<file path="src/rtl/alu_pkg.sv">
package alu_pkg;
  localparam int unsigned OP_W    = 4;
  localparam int unsigned FUNCT_W = 6;
  localparam int unsigned CLASS_W = 2;

  typedef enum logic [OP_W-1:0] {
    OP_AND  = 4'b0000,
    OP_OR   = 4'b0001,
    OP_ADD  = 4'b0010,
    OP_SUB  = 4'b0110,
    OP_SLT  = 4'b0111,
    OP_NOR  = 4'b1100,
    OP_NONE = 4'b1111
  } alu_op_e;

  typedef enum logic [CLASS_W-1:0] {
    CLS_MEM    = 2'b00,
    CLS_BRANCH = 2'b01,
    CLS_REG    = 2'b10,
    CLS_RSVD   = 2'b11
  } op_class_e;

  localparam logic [FUNCT_W-1:0] FN_ADD = 6'h20;
  localparam logic [FUNCT_W-1:0] FN_SUB = 6'h22;
  localparam logic [FUNCT_W-1:0] FN_AND = 6'h24;
  localparam logic [FUNCT_W-1:0] FN_OR  = 6'h25;
  localparam logic [FUNCT_W-1:0] FN_NOR = 6'h27;
  localparam logic [FUNCT_W-1:0] FN_SLT = 6'h2A;
endpackage

</file>
<file path="src/rtl/alu_op_decoder.sv">
module alu_op_decoder
  import alu_pkg::*;
(
  input  logic [CLASS_W-1:0] cls_i,
  input  logic [FUNCT_W-1:0] funct_i,
  output logic [OP_W-1:0]    op_o
);
  alu_op_e reg_op;

  // Function-field lookup for register-type instructions
  always_comb begin
    case (funct_i)
      FN_ADD:  reg_op = OP_ADD;
      FN_SUB:  reg_op = OP_SUB;
      FN_AND:  reg_op = OP_AND;
      FN_OR:   reg_op = OP_OR;
      FN_NOR:  reg_op = OP_NOR;
      FN_SLT:  reg_op = OP_SLT;
      default: reg_op = OP_NONE;
    endcase
  end

  always_comb begin
    case (cls_i)
      CLS_MEM:    op_o = OP_ADD;
      CLS_BRANCH: op_o = OP_SUB;
      CLS_REG:    op_o = reg_op;
      default:    op_o = OP_NONE;
    endcase
  end
endmodule

</file>
<file path="src/rtl/alu_bitwise_unit.sv">
module alu_bitwise_unit #(
  parameter int unsigned WIDTH = 32
) (
  input  logic [WIDTH-1:0] a_i,
  input  logic [WIDTH-1:0] b_i,
  output logic [WIDTH-1:0] and_o,
  output logic [WIDTH-1:0] or_o,
  output logic [WIDTH-1:0] nor_o
);
  always_comb begin
    and_o = a_i & b_i;
    or_o  = a_i | b_i;
    nor_o = ~(a_i | b_i);
  end
endmodule

</file>
<file path="src/rtl/alu_arith_unit.sv">
module alu_arith_unit #(
  parameter int unsigned WIDTH = 32
) (
  input  logic [WIDTH-1:0] a_i,
  input  logic [WIDTH-1:0] b_i,
  input  logic             sub_i,
  output logic [WIDTH-1:0] sum_o,
  output logic             lt_o
);
  localparam int unsigned MSB = WIDTH - 1;

  logic [WIDTH-1:0] b_eff;
  logic [WIDTH-1:0] cin_vec;
  logic             ovf;

  // One shared adder: subtraction inverts B and injects a carry
  always_comb begin
    b_eff   = b_i ^ {WIDTH{sub_i}};
    cin_vec = {{(WIDTH-1){1'b0}}, sub_i};
    sum_o   = a_i + b_eff + cin_vec;
    ovf     = (a_i[MSB] == b_eff[MSB]) && (sum_o[MSB] != a_i[MSB]);
    lt_o    = sum_o[MSB] ^ ovf;
  end
endmodule

</file>
<file path="src/rtl/alu_core.sv">
module alu_core
  import alu_pkg::*;
#(
  parameter int unsigned WIDTH = 32
) (
  input  logic [1:0]       ctl_class,
  input  logic [5:0]       ctl_funct,
  output logic [3:0]       ctl_op,
  input  logic [3:0]       alu_op,
  input  logic [WIDTH-1:0] opnd_a,
  input  logic [WIDTH-1:0] opnd_b,
  output logic [WIDTH-1:0] alu_result,
  output logic             alu_zero
);
  logic [WIDTH-1:0] and_v;
  logic [WIDTH-1:0] or_v;
  logic [WIDTH-1:0] nor_v;
  logic [WIDTH-1:0] sum_v;
  logic             lt_v;
  logic             do_sub;

  alu_op_decoder u_dec (
    .cls_i   (ctl_class),
    .funct_i (ctl_funct),
    .op_o    (ctl_op)
  );

  alu_bitwise_unit #(.WIDTH(WIDTH)) u_bit (
    .a_i   (opnd_a),
    .b_i   (opnd_b),
    .and_o (and_v),
    .or_o  (or_v),
    .nor_o (nor_v)
  );

  assign do_sub = (alu_op == OP_SUB) || (alu_op == OP_SLT);

  alu_arith_unit #(.WIDTH(WIDTH)) u_ari (
    .a_i   (opnd_a),
    .b_i   (opnd_b),
    .sub_i (do_sub),
    .sum_o (sum_v),
    .lt_o  (lt_v)
  );

  always_comb begin
    case (alu_op)
      OP_AND:  alu_result = and_v;
      OP_OR:   alu_result = or_v;
      OP_ADD:  alu_result = sum_v;
      OP_SUB:  alu_result = sum_v;
      OP_SLT:  alu_result = {{(WIDTH-1){1'b0}}, lt_v};
      OP_NOR:  alu_result = nor_v;
      default: alu_result = '0;
    endcase
  end

  assign alu_zero = ~|alu_result;
endmodule

</file>
<file path="config.mk">
export PLATFORM = sky130hd
export DESIGN_NAME = alu_core
export DESIGN_NICKNAME = d
export VERILOG_FILES = /design/src/rtl/alu_pkg.sv /design/src/rtl/alu_op_decoder.sv /design/src/rtl/alu_bitwise_unit.sv /design/src/rtl/alu_arith_unit.sv /design/src/rtl/alu_core.sv
export SDC_FILE = /design/constraint.sdc
export NUM_CORES = 1
export LEC_CHECK = 0
export BUFFER_PORTS_ARGS = -buffer_cell sky130_fd_sc_hd__buf_2
export CAP_MARGIN = 10
export CORE_MARGIN = 4
export CORE_UTILIZATION = 50
export DETAILED_ROUTE_END_ITERATION = 10
export PLACE_DENSITY = 0.79
export SETUP_SLACK_MARGIN = 0.4
export SKIP_LAST_GASP = 1
export SYNTH_ARGS = -nofsm -noshare
export SYNTH_HDL_FRONTEND = slang
export SYNTH_SLANG_ARGS = --single-unit
</file>
<file path="constraint.sdc">
create_clock -name vclk -period 8.6
set_clock_uncertainty 0.05 [all_clocks]
set_input_delay 1.72 -clock vclk [all_inputs]
set_output_delay 1.72 -clock vclk [all_outputs]
set_load 0.02 [all_outputs]
</file>
==> results_dict.tcl <==
set metrics [dict create \
    crit_arrival_ps 6070 \
    min_path_type "input port to output port" \
    dieArea_sq_um 8120 \
    io_pins 113 \
    worstSetupEndpointType "output port" \
    max_freq_mhz 128 \
    min_period_ps 7840 \
    num_rows 29 \
    post-cts-setup-buffer-count 0 \
    syn_inst 493 \
    wl_microns 11700 \
    route.detailed.drc 0 \
    place.detailed.hpwl_microns 9460 \
    port_buffers 113 \
    via_count 4263 \
    regArea_sq_um 0 \
    grt_max_degree 36 \
    hold_viol_final 0 \
    netlist-cell-type-count 61 \
    drtAntennaViolNets 0 \
    overflow 0 \
    synth_warnings 0 \
    dp.cells 666 \
    synth_compound_area_share_pct 34.3 \
    final_cell_count_no_fill 666 \
    cts_resized 0 \
    crit_chain "buf_2 > nand3b_1 > buf_12 > xnor2_1 > fa_1 > a21oi_1 > o211ai_1 > xor2_1 > a2111oi_2 > o211ai_1 > or4_1 > or4_1 > nor4_1 > and4_1 > and4_1 > buf_2" \
    grt_pass1_wl_microns 19200 \
    synth_top_area_share_pct 15.2 \
    synth_nets 611 \
    area_growth_syn_to_layout_pct 18.8 \
    antenna_found_initial 0 \
    start_util_pct 52.2 \
    slew_viol_final 0 \
    startpoint_type "input port" \
    synth_xor_area_share_pct 14.8 \
    final_cell_mix "buf_2 (113), a21oi_1 (50), o21ai_0 (46)" \
    drive_gt1_share_pct 21.6 \
    tightestPinTransition_ps 953 \
    track_usage_pct 26.9 \
    crit_path_top_delay_cell "fa_1" \
    leakage_nw 1.79 \
    synth_top_family_by_area "compound AO/OA/AOI/OAI gates" \
    post-route-period-util_pct 91.2 \
    power.density_nw_per_um2 82.5 \
    synthAdderAreaFrac_pct 23.5 \
    via_per_inst 6.40 \
    seq_cells 0 \
    path_max_fanout 35 \
    synth-simple-area-share_pct 22.1 \
    avgSynthCellArea_sq_um 6.84 \
    rsz0062_at_grt "no" \
    core_area_sq_um 6460 \
    critical_path.top_delay_family "simple AND/OR/NAND/NOR gates" \
    relSlewSlack_pct 36.1 \
    synth_mux_area_share_pct 0.964 \
    ir_worst_vdd_v 0.0000489 \
    clock_buffers 0 \
    synthTopCellsByArea "ha_1 (15%), xnor2_1 (11%), maj3_1 (7.7%), a21oi_1 (7.4%), o21ai_0 (6.8%)" \
    die_h_microns 90.1 \
    grt_pass1_vias 4122 \
    synth-seq-area-share_pct 0 \
    status "finished clean" \
    mostFrequentLayoutCell "buf_2" \
    diodes 0 \
    wl_per_cell_microns 17.6 \
    firstDrtPassIters 5 \
    dieWidth_microns 90.1 \
    finalSetupTns_ps 0 \
    cp.buffers_inverters 3 \
    synth_top_area_cell "ha_1" \
    place.gp.congestion 0.980 \
    initialDrtViolationCount 227 \
    cts_hold_buf 0 \
    required_ps 6830 \
    netlist_area_sq_um 3370 \
    cp_slowest_stage_delay_ps 420 \
    cap_violations 0 \
    setup_viol 0 \
    path_class "input port to output port" \
    fin_nets 709 \
]
[routing by layer]
layer  global-route usage, %  wire length [microns]  part of all wire, %
met1                    33.5                   4850                   41
met2                    50.2                   5730                   49
met3                    3.34                   1000                  8.5
met4                    3.83                    155                  1.3
met5                       0                      0                    0
[cells in the mapped netlist, types with 7 or more instances]
cell type,n
inv_1,15
maj3_1,26
a21oi_1,50
o211ai_1,7
nor2_1,26
nor3_1,28
ha_1,41
a21o_1,10
xnor2_1,41
o21ai_0,46
xor2_1,16
nand3_1,9
clkbuf_1,14
nand2_1,43
a221o_1,7
[worst paths after layout]
check / from / endpoint / cells after the start
max: alu_op[1] / alu_zero / 16
min: ctl_class[0] / ctl_op[2] / 3
[layout make-up]
cell class                      instances  area, sq um
Timing Repair Buffer                  118          616
Inverter                               15         56.3
Multi-Input combinational cell        456         3240
Fill cell                             658         2450
Tap cell                               77         96.3
[stage by stage]
step | total power, W | hold WS, ps | utilization (%) | setup WS [ps] | area (sq um)
global placement | 0.000318 | 3700 | 62.0 | 978 | 4010
detailed placement | 0.000322 | 3710 | 62.0 | 853 | 4010
global route | 0.000359 | 3750 | 62.0 | 509 | 4010
floorplan | 0.000228 | 3550 | - | 1100 | 3370
CTS | 0.000324 | 3710 | 62.0 | 852 | 4010
finish | 0.000330 | 3710 | 62.0 | 758 | 4010
[kinds of logic after synthesis]
logic type      after synthesis
xor+xnor                     57
fa+ha+maj                    68
buf+inv                      37
simple gates                148
compound gates              180
mux                           3
[worst min-delay path, cell delays in order]
cell    delay [ps]
buf_2           90
a21o_1          80
buf_2          150
[power breakdown]
| group | total [W] | leakage (nW) | switching, W | internal, W |
|---|---|---|---|---|
| clock | 0 | 0 | 0 | 0 |
| combinational | 0.000330 | 1.79 | 0.000198 | 0.000133 |
| sequential | 0 | 0 | 0 | 0 |
| total | 0.000330 | 1.79 | 0.000198 | 0.000133 |
Power figures use the tool's default switching activity.
